[config.mk]
export PLATFORM = sky130hd
export DESIGN_NAME = hib_wake_ctrl
export DESIGN_NICKNAME = d
export VERILOG_FILES = /design/src/rtl/hib_pkg.sv /design/src/rtl/hib_pin_sync.sv /design/src/rtl/hib_regs.sv /design/src/rtl/hib_fsm.sv /design/src/rtl/hib_wake_ctrl.sv
export SDC_FILE = /design/constraint.sdc
export NUM_CORES = 1
export LEC_CHECK = 0
export CAP_MARGIN = 10
export CORE_MARGIN = 2
export CORE_UTILIZATION = 33
export CTS_CLUSTER_DIAMETER = 40
export DETAILED_ROUTE_END_ITERATION = 10
export GPL_ROUTABILITY_DRIVEN = 0
export GPL_TIMING_DRIVEN = 1
export PLACE_DENSITY = 0.79
export SLEW_MARGIN = 25
export SYNTH_ARGS = -nofsm -noshare
export SYNTH_HDL_FRONTEND = slang
export SYNTH_HIERARCHICAL = 1
export SYNTH_SLANG_ARGS = --single-unit
[constraint.sdc]
create_clock -name clk_i -period 0.85 [get_ports clk_i]
set_input_delay 0.085 -clock clk_i [delete_from_list [all_inputs] [get_ports clk_i]]
set_output_delay 0.085 -clock clk_i [all_outputs]
set_load 0.05 [all_outputs]
[src/rtl/hib_pkg.sv]
package hib_pkg;
  localparam int unsigned ADDR_CTRL  = 0;
  localparam int unsigned ADDR_PINFN = 1;
  localparam int unsigned ADDR_STAT  = 2;

  localparam int unsigned BIT_START  = 0;
  localparam int unsigned BIT_REG_EN = 0;
  localparam int unsigned BIT_WK_EN  = 1;
  localparam int unsigned BIT_PON    = 0;
  localparam int unsigned BIT_ALARM  = 1;
  localparam int unsigned BIT_WKUP   = 2;

  typedef enum logic {ST_RUN = 1'b0, ST_HIB = 1'b1} hib_state_e;
endpackage

[src/rtl/hib_pin_sync.sv]
module hib_pin_sync #(
  parameter int unsigned STAGES = 2
) (
  input  logic clk_i,
  input  logic rst_ni,
  input  logic pin_i,
  output logic rise_o
);
  localparam int unsigned W = STAGES + 1;
  logic [W-1:0] sh_q;

  always_ff @(posedge clk_i or negedge rst_ni) begin
    if (!rst_ni) sh_q <= '0;
    else         sh_q <= {sh_q[W-2:0], pin_i};
  end

  // sh_q[STAGES-1] is the synchronized level, sh_q[STAGES] its previous value
  assign rise_o = sh_q[STAGES-1] & ~sh_q[STAGES];
endmodule

[src/rtl/hib_regs.sv]
module hib_regs
  import hib_pkg::*;
#(
  parameter int unsigned AW = 2,
  parameter int unsigned DW = 8
) (
  input  logic          clk_i,
  input  logic          rst_ni,
  input  logic          we_i,
  input  logic [AW-1:0] addr_i,
  input  logic [DW-1:0] wdata_i,
  output logic [DW-1:0] rdata_o,
  input  logic          alarm_evt_i,
  input  logic          pin_rise_i,
  output logic          wake_evt_o,
  output logic          start_req_o,
  output logic          reg_en_o,
  output logic          pon_flag_o,
  output logic          alarm_flag_o,
  output logic          wkup_flag_o
);
  logic wr_ctrl, wr_pinfn, wr_stat;
  logic wk_en_q;

  assign wr_ctrl  = we_i && (addr_i == AW'(ADDR_CTRL));
  assign wr_pinfn = we_i && (addr_i == AW'(ADDR_PINFN));
  assign wr_stat  = we_i && (addr_i == AW'(ADDR_STAT));

  assign start_req_o = wr_ctrl && wdata_i[BIT_START];
  assign wake_evt_o  = pin_rise_i && wk_en_q;

  always_ff @(posedge clk_i or negedge rst_ni) begin
    if (!rst_ni) begin
      reg_en_o <= 1'b0;
      wk_en_q  <= 1'b0;
    end else if (wr_pinfn) begin
      reg_en_o <= wdata_i[BIT_REG_EN];
      wk_en_q  <= wdata_i[BIT_WK_EN];
    end
  end

  // set has priority over write-1-to-clear
  always_ff @(posedge clk_i or negedge rst_ni) begin
    if (!rst_ni) begin
      pon_flag_o   <= 1'b1;
      alarm_flag_o <= 1'b0;
      wkup_flag_o  <= 1'b0;
    end else begin
      if (wr_stat && wdata_i[BIT_PON]) pon_flag_o <= 1'b0;
      if (alarm_evt_i)                        alarm_flag_o <= 1'b1;
      else if (wr_stat && wdata_i[BIT_ALARM]) alarm_flag_o <= 1'b0;
      if (wake_evt_o)                         wkup_flag_o <= 1'b1;
      else if (wr_stat && wdata_i[BIT_WKUP])  wkup_flag_o <= 1'b0;
    end
  end

  always_comb begin
    rdata_o = '0;
    unique case (addr_i)
      AW'(ADDR_PINFN): begin
        rdata_o[BIT_REG_EN] = reg_en_o;
        rdata_o[BIT_WK_EN]  = wk_en_q;
      end
      AW'(ADDR_STAT): begin
        rdata_o[BIT_PON]   = pon_flag_o;
        rdata_o[BIT_ALARM] = alarm_flag_o;
        rdata_o[BIT_WKUP]  = wkup_flag_o;
      end
      default: rdata_o = '0;
    endcase
  end
endmodule

[src/rtl/hib_fsm.sv]
module hib_fsm
  import hib_pkg::*;
(
  input  logic clk_i,
  input  logic rst_ni,
  input  logic start_req_i,
  input  logic reg_en_i,
  input  logic alarm_flag_i,
  input  logic wkup_flag_i,
  input  logic alarm_evt_i,
  input  logic wake_evt_i,
  output logic vreg_en_o
);
  hib_state_e state_q, state_d;
  logic go, wake;

  assign wake = alarm_evt_i || wake_evt_i;
  assign go   = start_req_i && reg_en_i && !alarm_flag_i && !wkup_flag_i && !wake;

  always_comb begin
    state_d = state_q;
    unique case (state_q)
      ST_RUN: if (go)   state_d = ST_HIB;
      ST_HIB: if (wake) state_d = ST_RUN;
      default:          state_d = ST_RUN;
    endcase
  end

  always_ff @(posedge clk_i or negedge rst_ni) begin
    if (!rst_ni) state_q <= ST_RUN;
    else         state_q <= state_d;
  end

  assign vreg_en_o = !((state_q == ST_HIB) && reg_en_i);
endmodule

[src/rtl/hib_wake_ctrl.sv]
module hib_wake_ctrl #(
  parameter int unsigned AW          = 2,
  parameter int unsigned DW          = 8,
  parameter int unsigned SYNC_STAGES = 2
) (
  input  logic          clk_i,
  input  logic          rst_ni,
  input  logic          bus_we_i,
  input  logic [AW-1:0] bus_addr_i,
  input  logic [DW-1:0] bus_wdata_i,
  output logic [DW-1:0] bus_rdata_o,
  input  logic          alarm_evt_i,
  input  logic          wake_pin_i,
  output logic          vreg_en_o
);
  logic pin_rise, wake_evt, start_req, reg_en;
  logic pon_flag, alarm_flag, wkup_flag;

  hib_pin_sync #(.STAGES(SYNC_STAGES)) u_sync (
    .clk_i (clk_i), .rst_ni(rst_ni), .pin_i(wake_pin_i), .rise_o(pin_rise)
  );

  hib_regs #(.AW(AW), .DW(DW)) u_regs (
    .clk_i       (clk_i),
    .rst_ni      (rst_ni),
    .we_i        (bus_we_i),
    .addr_i      (bus_addr_i),
    .wdata_i     (bus_wdata_i),
    .rdata_o     (bus_rdata_o),
    .alarm_evt_i (alarm_evt_i),
    .pin_rise_i  (pin_rise),
    .wake_evt_o  (wake_evt),
    .start_req_o (start_req),
    .reg_en_o    (reg_en),
    .pon_flag_o  (pon_flag),
    .alarm_flag_o(alarm_flag),
    .wkup_flag_o (wkup_flag)
  );

  hib_fsm u_fsm (
    .clk_i       (clk_i),
    .rst_ni      (rst_ni),
    .start_req_i (start_req),
    .reg_en_i    (reg_en),
    .alarm_flag_i(alarm_flag),
    .wkup_flag_i (wkup_flag),
    .alarm_evt_i (alarm_evt_i),
    .wake_evt_i  (wake_evt),
    .vreg_en_o   (vreg_en_o)
  );
endmodule

==> metrics <==
status=finished, violations left; violated checks=negative setup slack; post-synthesis async set-or-reset flop share=100%; Max Cap Viol=0; post-layout minimum cycle time=1210 ps; area leader, netlist=dfrtp_1; pwr/cell area=1490 nW/µm²; RSZ-0062 raised after global routing=yes; antenna violations before repair=0; Iter 0 DRT Violations=1; wire per inst=12.0 µm; DR pass1 iterations=2; cells on worst reg2reg path=3; syn_area_per_cell=11.5 µm²; Total Nets Final=91; nature of the critical path startpoint=register; final hold slack=29.5 ps; Final Worst Setup Slack=-360 ps; clk buf depth=2; Mapped Cells=41; vias in the first global route=413; worst min path class=primary input to asynchronous set/reset pin; power consumption=0.00127 W; Worst Path Max Fanout=2; arrival time at the worst endpoint=1120 ps; dpl ws=-620 ps; Final ANT Viol Nets=0; fill cell count=104; Slew Viols, Final=0; first-pass GRT wire length=1.75 mm; remaining global-route overflow=0; Synth Flop Type=dfrtp_1; CTS tree=yes; R2R Path Start=u_regs/alarm_flag_o$_DFFE_PN0P_; Final Skew=2.98 ps; synth top area cells=dfrtp_1 (42%), buf_4 (7.9%), ha_1 (7.9%); worst path required time=760 ps; # setup viols final=9; WL final=1.04 mm; largest net degree at the start of global routing=6; area of the multi-input gates=279 µm²; layout cells sized above 1=61.1%; Setup crit start=u_regs/pon_flag_o$_DFFE_PN1P_; vias per cell=4.46; area fraction of the dominant cell type after synthesis=42.3%; CTS sink count=9; Vert. Die Dim=41.9 µm; Yosys cell types=20; Initial Util=35.9%; Pleak=0.393 nW; via count=388; Detailed Place HPWL=817 µm; TritonCTS buffer count=3; Port-buffer cells=13; Rows=13; die area=1750 µm²; H-tree level count=1; Core Area=1320 µm²; Warnings, synthesis=6; Crit Path Class=register to output pin; Critical Path Sink Type=output pin; final hold vios=0; Max rail drop VDD=0.00131 V; commonest non-fill, non-tap cells in the layout=buf_4 (10), dfrtp_1 (8), clkdlybuf4s50_1 (6), buf_6 (6), conb_1 (5); die width=41.9 µm; Total GRT Usage=14.0%; root buf cell=clkbuf_4; synthesized cell area=473 µm²; Antenna diodes=0; Sequential Area=226 µm²; Final Non-Filler Cells=87; Max Fclk=0.827 GHz; Post-synth EDFFs=0; Yosys reg bits=9; drt drc=0; crit share post-route=142%; CTS clk-pin slew, worst paths=50 ps; most common cell after layout, fill and taps aside=buf_4; sequential area share after synthesis=47.9%; Area growth, synth to finish=79.6%; placed instance count=77; IO Count=24; Skew-Pair Late Insertion Delay=260 ps
-- metrics by stage --
step	area [µm²]	util, %	TNS [ps]
6_report	850	64.5	-1380
5_1_grt	850	64.5	-1710
4_1_cts	825	62.6	-1380
3_5_place_dp	746	56.6	-4690
3_3_place_gp	746	56.6	-4570
2_1_floorplan	539	-	-139
-- area by class of cell --
type	instances	area share, %
Clock buffer	4	3.09
Inverter	3	1.33
Multi-Input combinational cell	28	32.8
Sequential cell	9	26.7
Tap cell	15	2.21
Timing Repair Buffer	28	33.9
-- logic make-up after synthesis --
logic type,share of synthesized area (%)
other,0.793
AND/OR/NAND/NOR,17.5
AO/OA/AOI/OAI,9.26
flip-flops,47.9
buffers and inverters,10.3
adder cells (fa/ha/maj),7.94
multiplexers,6.35
-- cell usage after synthesis, types with 2 or more instances --
cell type  count
mux2_4         2
a22oi_1        2
and2_1         2
ha_1           3
a21o_1         2
inv_1          3
buf_4          5
nor2b_1        2
nand3_1        2
dfrtp_1        8
-- per-layer routing --
metal  wire length (µm)  GRT usage [%]  vias to the layer above
met5                  0              0                        -
met3                 55           4.35                        4
met2                535           22.8                       13
met1                410           14.5                      182
li1                   -              -                      189
met4                 40           11.6                        0
-- repair_timing --
action / 4_1_cts / 5_1_grt
buffers inserted: 4 / 2
resized for setup: 16 / 3
setup endpoints to repair: 10 / 8
pin swaps: 5 / 2
hold buffers: 0 / 0
-- sequential cells by signal (all words and copies together), names as in the netlist --
name	flops
u_fsm/state_q	1
u_regs/wk_en_q	1
u_regs/pon_flag_o	1
u_regs/wkup_flag_o	1
u_regs/alarm_flag_o	1
u_regs/reg_en_o	1
u_sync/sh_q	3
-- report_power, final --
part           internal [W]  switching [W]
Clock              0.000180       0.000142
Combinational      0.000245       0.000197
Sequential         0.000473      0.0000322
Total              0.000898       0.000371
-- worst max-delay path: stages (launching register included) --
cell,delay [ps]
dfstp_2,530
a22oi_2,60
nor2b_4,130
buf_12,140
-- final timing paths --
kind	endpoint	slack, ps
max in group asynchronous	u_sync/sh_q[1]$_DFF_PN0_	530
hold / removal	u_regs/alarm_flag_o$_DFFE_PN0P_	30
setup / recovery	bus_rdata_o[0]	-360
hold reg to reg	u_sync/sh_q[1]$_DFF_PN0_	360
setup reg to reg	u_fsm/state_q$_DFF_PN0_	-100
min in group clk_i	u_sync/sh_q[0]$_DFF_PN0_	270
(Power assumes the default switching activity.)
